===== src/rtl/txwb_pkg.sv =====
package txwb_pkg;

  typedef enum logic {
    WB_STATUS = 1'b0,
    WB_FULL   = 1'b1
  } wb_mode_e;

endpackage


===== src/rtl/txwb_accum.sv =====
// Tracks the oldest unwritten descriptor index and how many are unwritten.
module txwb_accum #(
  parameter int IDX_W = 8,
  parameter int CNT_W = IDX_W + 1
) (
  input  logic             clk,
  input  logic             rst_n,
  input  logic             cmp_valid,
  input  logic             issue,
  output logic [IDX_W-1:0] acc_start,
  output logic [CNT_W-1:0] acc_count
);

  logic [IDX_W-1:0] start_q, start_d;
  logic [CNT_W-1:0] count_q, count_d;
  logic             acc_en;

  always_comb begin
    acc_en  = issue | cmp_valid;
    count_d = (issue ? '0 : count_q) + CNT_W'(cmp_valid);
    start_d = issue ? (start_q + count_q[IDX_W-1:0]) : start_q;
  end

  always_ff @(posedge clk or negedge rst_n) begin
    if (!rst_n) begin
      start_q <= '0;
      count_q <= '0;
    end else if (acc_en) begin
      start_q <= start_d;
      count_q <= count_d;
    end
  end

  assign acc_start = start_q;
  assign acc_count = count_q;

endmodule


===== src/rtl/txwb_delay_timer.sv =====
// Interrupt delay timer: loaded on the first delay-enabled completion,
// counts down on tick, flags expiry until the next write-back clears it.
module txwb_delay_timer #(
  parameter int TMR_W = 16
) (
  input  logic             clk,
  input  logic             rst_n,
  input  logic             arm,
  input  logic             tick,
  input  logic             clear,
  input  logic [TMR_W-1:0] delay_val,
  output logic             expired
);

  logic [TMR_W-1:0] cnt_q, cnt_d;
  logic             run_q, run_d;
  logic             exp_q, exp_d;
  logic             tmr_en;

  always_comb begin
    cnt_d = cnt_q;
    run_d = run_q;
    exp_d = exp_q;
    if (run_q && tick) begin
      if (cnt_q <= TMR_W'(1)) begin
        cnt_d = '0;
        run_d = 1'b0;
        exp_d = 1'b1;
      end else begin
        cnt_d = cnt_q - TMR_W'(1);
      end
    end
    if (clear) begin
      cnt_d = '0;
      run_d = 1'b0;
      exp_d = 1'b0;
    end
    if (arm && !run_d && !exp_d && (delay_val != '0)) begin
      cnt_d = delay_val;
      run_d = 1'b1;
    end
    tmr_en = arm | clear | (run_q & tick);
  end

  always_ff @(posedge clk or negedge rst_n) begin
    if (!rst_n) begin
      cnt_q <= '0;
      run_q <= 1'b0;
      exp_q <= 1'b0;
    end else if (tmr_en) begin
      cnt_q <= cnt_d;
      run_q <= run_d;
      exp_q <= exp_d;
    end
  end

  assign expired = exp_q;

endmodule


===== src/rtl/txwb_issue.sv =====
// Chooses the write-back policy, holds the request until acknowledged.
module txwb_issue
  import txwb_pkg::*;
#(
  parameter int IDX_W = 8,
  parameter int CNT_W = IDX_W + 1
) (
  input  logic             clk,
  input  logic             rst_n,
  input  logic [IDX_W-1:0] acc_start,
  input  logic [CNT_W-1:0] acc_count,
  input  logic [CNT_W-1:0] thresh,
  input  logic             expired,
  input  logic             imm_hit,
  input  logic             wb_ack,
  output logic             issue,
  output logic             wb_req,
  output logic [IDX_W-1:0] wb_start,
  output logic [CNT_W-1:0] wb_count,
  output logic             wb_full,
  output logic             wb_irq
);

  logic             owe_q, owe_d;
  logic             req_q, req_d;
  logic             irq_q, irq_d;
  logic [IDX_W-1:0] start_r;
  logic [CNT_W-1:0] cnt_r;
  wb_mode_e         mode_r, mode_d;
  logic             batch_hit, full_go;

  always_comb begin
    batch_hit = (thresh != '0) && (acc_count >= thresh);
    full_go   = expired | batch_hit;
    issue     = !req_q && (full_go || owe_q);
    owe_d     = (issue ? 1'b0 : owe_q) | imm_hit;
    req_d     = issue | (req_q & ~wb_ack);
    irq_d     = issue & expired;
    mode_d    = full_go ? WB_FULL : WB_STATUS;
  end

  always_ff @(posedge clk or negedge rst_n) begin
    if (!rst_n) begin
      owe_q <= 1'b0;
      req_q <= 1'b0;
      irq_q <= 1'b0;
    end else begin
      owe_q <= owe_d;
      req_q <= req_d;
      irq_q <= irq_d;
    end
  end

  always_ff @(posedge clk or negedge rst_n) begin
    if (!rst_n) begin
      start_r <= '0;
      cnt_r   <= '0;
      mode_r  <= WB_STATUS;
    end else if (issue) begin
      start_r <= acc_start;
      cnt_r   <= acc_count;
      mode_r  <= mode_d;
    end
  end

  assign wb_req   = req_q;
  assign wb_start = start_r;
  assign wb_count = cnt_r;
  assign wb_full  = (mode_r == WB_FULL);
  assign wb_irq   = irq_q;

endmodule


===== src/rtl/txwb_sched.sv =====
module txwb_sched #(
  parameter  int IDX_W = 8,
  parameter  int TMR_W = 16,
  localparam int CNT_W = IDX_W + 1
) (
  input  logic             clk,
  input  logic             rst_n,
  input  logic             cmp_valid,
  input  logic             cmp_rs,
  input  logic             cmp_ide,
  input  logic [CNT_W-1:0] wb_thresh,
  input  logic [TMR_W-1:0] delay_val,
  input  logic             tick,
  input  logic             wb_ack,
  output logic             wb_req,
  output logic [IDX_W-1:0] wb_start,
  output logic [CNT_W-1:0] wb_count,
  output logic             wb_full,
  output logic             wb_irq
);

  logic [1:0]       rst_sync_q;
  logic             rst_ni;
  logic             imm_hit, arm, issue, expired;
  logic [IDX_W-1:0] acc_start;
  logic [CNT_W-1:0] acc_count;

  always_ff @(posedge clk or negedge rst_n) begin
    if (!rst_n) rst_sync_q <= 2'b00;
    else        rst_sync_q <= {rst_sync_q[0], 1'b1};
  end
  assign rst_ni = rst_sync_q[1];

  always_comb begin
    imm_hit = cmp_valid & cmp_rs & ~cmp_ide & (wb_thresh == '0);
    arm     = cmp_valid & cmp_ide;
  end

  txwb_accum #(.IDX_W(IDX_W), .CNT_W(CNT_W)) u_accum (
    .clk       (clk),
    .rst_n     (rst_ni),
    .cmp_valid (cmp_valid),
    .issue     (issue),
    .acc_start (acc_start),
    .acc_count (acc_count)
  );

  txwb_delay_timer #(.TMR_W(TMR_W)) u_timer (
    .clk       (clk),
    .rst_n     (rst_ni),
    .arm       (arm),
    .tick      (tick),
    .clear     (issue),
    .delay_val (delay_val),
    .expired   (expired)
  );

  txwb_issue #(.IDX_W(IDX_W), .CNT_W(CNT_W)) u_issue (
    .clk       (clk),
    .rst_n     (rst_ni),
    .acc_start (acc_start),
    .acc_count (acc_count),
    .thresh    (wb_thresh),
    .expired   (expired),
    .imm_hit   (imm_hit),
    .wb_ack    (wb_ack),
    .issue     (issue),
    .wb_req    (wb_req),
    .wb_start  (wb_start),
    .wb_count  (wb_count),
    .wb_full   (wb_full),
    .wb_irq    (wb_irq)
  );

endmodule


===== config.mk =====
export PLATFORM = sky130hd
export DESIGN_NAME = txwb_sched
export DESIGN_NICKNAME = d
export VERILOG_FILES = /design/src/rtl/txwb_pkg.sv /design/src/rtl/txwb_accum.sv /design/src/rtl/txwb_delay_timer.sv /design/src/rtl/txwb_issue.sv /design/src/rtl/txwb_sched.sv
export SDC_FILE = /design/constraint.sdc
export NUM_CORES = 1
export LEC_CHECK = 0
export BUFFER_PORTS_ARGS = -buffer_cell sky130_fd_sc_hd__buf_2
export CAP_MARGIN = 10
export CORE_AREA = 2 2 142 75
export CTS_BUF_LIST = sky130_fd_sc_hd__clkbuf_16
export DETAILED_ROUTE_END_ITERATION = 7
export DIE_AREA = 0 0 144 77
export PLACE_DENSITY = 0.6
export SETUP_SLACK_MARGIN = 0.02
export SLEW_MARGIN = 20
export SYNTH_ARGS = -nofsm -noshare
export SYNTH_HDL_FRONTEND = slang
export SYNTH_SLANG_ARGS = --single-unit

===== constraint.sdc =====
create_clock -name clk -period 1.9 [get_ports clk]
set_input_delay 0.19 -clock clk [delete_from_list [all_inputs] [get_ports clk]]
set_output_delay 0.19 -clock clk [all_outputs]
set_load 0.005 [all_outputs]

=== Yosys cells after proc, flatten, opt, wreduce, memory -nomap -nowiden ===
Cells that the tools add are included.

* $add $sub $neg: 3
* Multiplexer cells: 14
* $lt $le $gt $ge: 2
* Reductions and logical operators: 16
* Bitwise gates (word level): 15

{| class="wikitable"
|+ Operators by type and width
! kind !! count
|-
| $mux 16 || 4
|-
| $le 16x1->1 const B || 1
|-
| $reduce_bool 16->1 || 1
|-
| $sub 16x1->16 const B || 1
|-
| $add 9x1->9 || 1
|-
| $ge 9x9->1 || 1
|-
| $logic_not 9->1 || 1
|-
| $mux 1 || 9
|-
| $mux 9 || 1
|-
| $reduce_bool 9->1 || 1
|-
| $add 8x8->8 || 1
|-
| $and 1x1->1 || 7
|-
| $logic_and 1x1->1 || 6
|-
| $or 1x1->1 || 6
|-
| $reduce_and 2->1 || 2
|-
| $logic_not 1->1 || 3
|-
| $reduce_bool 3->1 || 1
|-
| $not 1->1 || 2
|-
| $logic_or 1x1->1 || 1
|}

* Output and inout bits: 20
* Input bits: 32
* Logic and storage cells: 62
* Register bits: 58

=== Logic depth before layout (Yosys ltp) ===
* Depth after elaboration: 12
* Gate-level depth with buffers: 15
* Gate-level depth less buffers: 13

=== By module ===
Synthesis repeated with hierarchy kept, for this count alone.

* Cells, all modules: 345
* Area, all modules: 3459.6 sq um

{| class="wikitable"
|+ Modules (own cells, without submodules)
! module !! instances !! area each (sq um) !! cells each
|-
| txwb_delay_timer || 1 || 1207.4 || 147
|-
| txwb_issue || 1 || 1106.1 || 86
|-
| txwb_accum || 1 || 1056.0 || 104
|-
| txwb_sched || 1 || 90.1 || 8
|}

=== Least setup slack after synthesis ===
OpenSTA, ideal clock, no wires.

* Kind: reg2reg
* Start: register u_accum.count_q[6] (netlist: u_accum.acc_count[6])
* End: register u_accum.count_q[8] (netlist: u_accum.acc_count[8])
* Required time: 1.768 ns
* Arrival: 2.679 ns
* Period minus slack after synthesis: 2.811 ns
* Library setup time: 0.132 ns
* Cell stages (with the launch flop): 15
* Path slack: -0.911 ns
* Path buffers: 2
* Cell sequence: dfrtp_1 ha_1 a21oi_1 o21ai_1 or3_4 o21a_1 buf_6 clkbuf_1 nor2_1 ha_1 ha_1 and3_1 nand4_1 xor2_1 nor2_1

* Cells in the longest elaborated chain, start to end: 7

{| class="wikitable"
|+ RTL lines
! element !! line !! source
|-
| start, declared || txwb_accum.sv:15 || <nowiki>logic [CNT_W-1:0] count_q, count_d;</nowiki>
|-
| start signal, assigned || txwb_accum.sv:30 || <nowiki>count_q <= count_d;</nowiki>
|-
| $ge 9x9->1 || txwb_issue.sv:33 || <nowiki>batch_hit = (thresh != '0) && (acc_count >= thresh);</nowiki>
|-
| $logic_and 1x1->1 || txwb_issue.sv:33 ||
|-
| $or 1x1->1 || txwb_issue.sv:34 || <nowiki>full_go = expired | batch_hit;</nowiki>
|-
| $logic_or 1x1->1 || txwb_issue.sv:35 || <nowiki>issue = !req_q && (full_go || owe_q);</nowiki>
|-
| $logic_and 1x1->1 || txwb_issue.sv:35 ||
|-
| $mux 9 || txwb_accum.sv:20 || <nowiki>count_d = (issue ? '0 : count_q) + CNT_W'(cmp_valid);</nowiki>
|-
| $add 9x1->9 || txwb_accum.sv:20 ||
|}

Several ways; a longest one is shown, not always the timed one.
A chain may end at the register's enable or synchronous reset.

=== Worst setup path after layout ===
* Start: register u_accum.count_q[7] (netlist: u_accum.acc_count[7])
* End: register u_accum.count_q[3] (netlist: u_accum.acc_count[3])

* Cells in the longest elaborated chain, start to end: 7

{| class="wikitable"
|+ RTL lines
! element !! line
|-
| $ge 9x9->1 (*) || txwb_issue.sv:33
|-
| $logic_and 1x1->1 (*) || txwb_issue.sv:33
|-
| $or 1x1->1 (*) || txwb_issue.sv:34
|-
| $logic_or 1x1->1 (*) || txwb_issue.sv:35
|-
| $logic_and 1x1->1 (*) || txwb_issue.sv:35
|-
| $mux 9 || txwb_accum.sv:20
|-
| $add 9x1->9 || txwb_accum.sv:20
|}

Mark *: on every way between the ends. The rest lies on a longest branch, timed or not.

==> metrics.md <==
| Metric | Value |
|---|---|
| TritonCTS Sinks | `slightly below 60` |
| Starting density of the core | `0.3390` |
| Row count | `26` |
| Die X | `between 100 and 150 um` |
| Max-slew violations | `0` |
| Final worst setup slack | `-0.5360 ns` |
| DPL Wire Length | `about 7400 um` |
| Min-delay worst type | `in2reg` |
| Synth area leader | `dfrtp_1` |
| CP Launch Type | `flip-flop` |
| Syn Nets | `423` |
| Mean cell area of the mapped netlist | `between 9 and 10 um^2` |
| DRT antenna net count | `0` |
| Routability Congestion | `around 0.84` |
| Crit path launch | `u_accum.acc_count[7]` |
| Status | `finished with violations` |
| Vias in the first global route | `3364` |
| Worst skew pair latency | `0.33 ns` |
| WL final | `10810 um` |
| DP Worst Slack | `-0.5921 ns` |
| R2r setup slk | `-0.54 ns` |
| Final Hold Fails | `0` |
| Syn. warnings | `0` |
| Maximum capacitance violations | `0` |
| Global-route wire length before repair | `between 15000 and 20000 um` |
| Max VDD drop | `slightly above 0.6 mV` |
| Detailed Routing Iterations Pass 1 | `4` |
| Number of synthesized flops with an enable pin | `0` |
| Clock slew seen by the registers of the worst setup and hold paths | `roughly 0.05 ns` |
| Largest net degree at the start of global routing | `57` |
| Achievable frequency | `slightly above 0.4 GHz` |
| DRT iter0 DRCs | `around 240` |
| WP data required | `2.12 ns` |
| Clk root buf | `clkbuf_16` |
| Main flop type after synthesis | `dfrtp_1` |
| Distinct cells, synth | `between 50 and 60` |
| Final layout net count | `a little under 600` |
| # DRC | `0` |
| Clock Path Buffers | `2` |
| Worst setup EP type | `flip-flop` |
| Post-synthesis sequential area ratio | `0.4343` |
| Top cell type's share of synthesized area | `0.4343` |
| Worst Hold Path EP | `u_issue.wb_req` |
| Cell count of the worst hold path | `2` |
| R2R cell count | `12` |
| Gr usage total | `0.2066` |
| Period utilisation layout | `1.282` |
| P_leak | `around 2.6 nW` |
| PwrDens | `around 1100 nW/um^2` |
| P&R area growth vs syn | `57.62%` |
| Avg Vias per Cell | `roughly 5` |
| CP arrival | `between 2 and 3 ns` |
| Post-synthesis register bit count | `58` |
| Synthesized cell area | `about 3300 um^2` |
| IO buf count | `51` |
| Synth Instances | `370` |
| Failing checks | `negative setup slack` |
| Total CTS buffers | `9` |
| Layout cells sized above 1 | `0.4194` |
| Die Height | `about 77 um` |
| Top cells by area, synth | `dfrtp_1, nand2_1, ha_1, nor2_1, o21ai_0` |
| Initial antenna violation count | `0` |
| Reg-to-Reg End | `u_accum.acc_count[3]` |
| WL per Instance | `around 16 um` |
| Sum of negative setup slack | `-15.92 ns` |
| Post-synth ARST share | `1.000` |
| Core region area | `slightly below 10000 um^2` |
| # H-tree levels | `3` |
| Hold_sp | `wb_ack` |
| Vias after detailed routing | `approximately 3400` |
| RSZ-0062 raised after global routing | `true` |
| Final setup violation count | `53` |
| Final Critical Period | `between 2 and 2.5 ns` |
| CTS tree | `yes` |
| Diode count | `0` |
| Total grt overflow | `0` |
| CP Max Fanout | `3` |
| Setup CP Type | `reg2reg` |
| Ports | `52` |
| Origin of the critical flop-to-flop path | `u_accum.acc_count[7]` |
| Skew final | `roughly 0.0087 ns` |
| Die ar. | `approximately 11000 um^2` |
routing by layer:
layer  vias to the layer above  GRT usage  part of all wire
li1                       1646          -                 -
met1                      1634     0.3123              0.52
met2                       107     0.2876              0.42
met3                        14    0.05059             0.052
met4                         0    0.06078             0.012
met5                         -          0                 0
how the worst max path moves through the flow:
stage,slack (ns),end
global route,-0.65,u_accum.acc_count[8]
floorplan,-0.75,u_accum.acc_count[8]
finish,-0.54,u_accum.acc_count[3]
detailed placement,-0.59,u_timer.cnt_q[7]
global placement,-0.56,u_accum.acc_count[8]
CTS,-0.50,u_accum.acc_count[8]
stage by stage:
stage	hold slack [ns]	cell area, um^2	power, mW	util	cells
2_1_floorplan	-0.1056	3413	2.842	-	370
3_3_place_gp	-0.02426	4538	3.772	0.4604	651
3_5_place_dp	-0.02201	4538	3.828	0.4604	651
4_1_cts	0.02720	5205	5.731	0.5281	681
5_1_grt	0.03150	5268	6.148	0.5344	686
6_report	0.03068	5268	5.787	0.5344	686
critical path: stages (launching register included):
cell and delay (ns):
dfrtp_1 0.39, ha_1 0.30, nand2_1 0.08, o21ai_2 0.07
or3_4 0.34, o21a_4 0.25, nor2_4 0.10, ha_4 0.15
buf_4 0.10, nand4_1 0.15, buf_4 0.19, xor2_1 0.14
nor2_1 0.06
final cells by class:
class                           count  area [um^2]
Timing Repair Buffer              172         1324
Tap cell                          140        175.2
Clock buffer                        9        225.2
Sequential cell                    58         1453
Inverter                           18        67.56
Clock inverter                      7        83.83
Fill cell                         904         4589
Multi-Input combinational cell    282         1939
sequential cells by signal, summed over array words and instances (netlist names):
signal             cells
rst_sync_q             2
u_accum.acc_count      9
u_accum.acc_start      8
u_issue.owe_q          1
u_issue.wb_count       9
u_issue.wb_full        1
u_issue.wb_irq         1
u_issue.wb_req         1
u_issue.wb_start       8
u_timer.cnt_q         16
u_timer.expired        1
u_timer.run_q          1
cell usage after synthesis, types with 2 or more instances:
| master | count |
|---|---|
| nand2_1 | 86 |
| dfrtp_1 | 58 |
| nor2_1 | 31 |
| ha_1 | 20 |
| o21ai_0 | 20 |
| inv_1 | 18 |
| a21oi_1 | 12 |
| nand4_1 | 9 |
| nand3_1 | 8 |
| xor2_1 | 8 |
| nor3_1 | 7 |
| nor4_1 | 7 |
| or3_1 | 7 |
| a32oi_1 | 6 |
| xnor2_1 | 5 |
| a21o_1 | 4 |
| a221o_1 | 4 |
| buf_2 | 4 |
| buf_6 | 4 |
| nor2b_1 | 4 |
| o211ai_1 | 4 |
| clkbuf_1 | 3 |
| o21ai_1 | 3 |
| and2_1 | 2 |
| and3_1 | 2 |
| nand2b_1 | 2 |
| nor3_2 | 2 |
| o311ai_1 | 2 |
| o31ai_1 | 2 |
| or3_4 | 2 |
cells by family (layout without fill, tap and decap cells):
family                     count (synthesis)  after routing  share of synthesized area
adders and majority gates                 21             21                    0.08087
AOI/OAI and AO/OA                         71             71                     0.1479
DFF                                       58             58                     0.4343
buffers and inverters                     30            206                    0.04530
muxes                                      1              1                   0.003369
other                                      1              1                   0.001122
xor gates and xnor gates                  13             13                    0.03407
and+or+nand+nor                          175            175                     0.2531
repair_timing:
action	4_1_cts	5_1_grt
pin swaps	13	9
endpoints found under the setup margin	53	54
hold endpoints to repair	2	0
hold buffers	1	0
buffers inserted	12	5
resized for setup	44	10
gates cloned	3	0
cells in the final DEF, fill, tap and decap left out, types with 3 or more instances in the layout:
cell,count
nor2_2,5
nor4_1,6
buf_6,4
a21oi_2,7
nand3_1,5
buf_4,106
o211ai_1,4
xnor2_1,5
nand2_1,86
inv_1,18
a21o_1,4
a32oi_1,5
o21ai_0,9
clkinv_1,3
dfrtp_1,57
nor3_1,7
buf_12,5
xor2_1,8
buf_2,51
nand4_1,9
a221o_1,4
o21ai_1,12
nor2_1,25
ha_4,4
or3_1,7
a21oi_1,6
nor2b_1,3
nand3_2,3
ha_1,16
clkbuf_16,9
where the power goes:
part,leakage (nW),switching [mW],internal [mW]
registers,0.717,0.205,1.54
logic,1.71,1.14,1.19
clock network,0.148,0.580,1.13
Note: power is estimated with default switching activity, not from simulation.
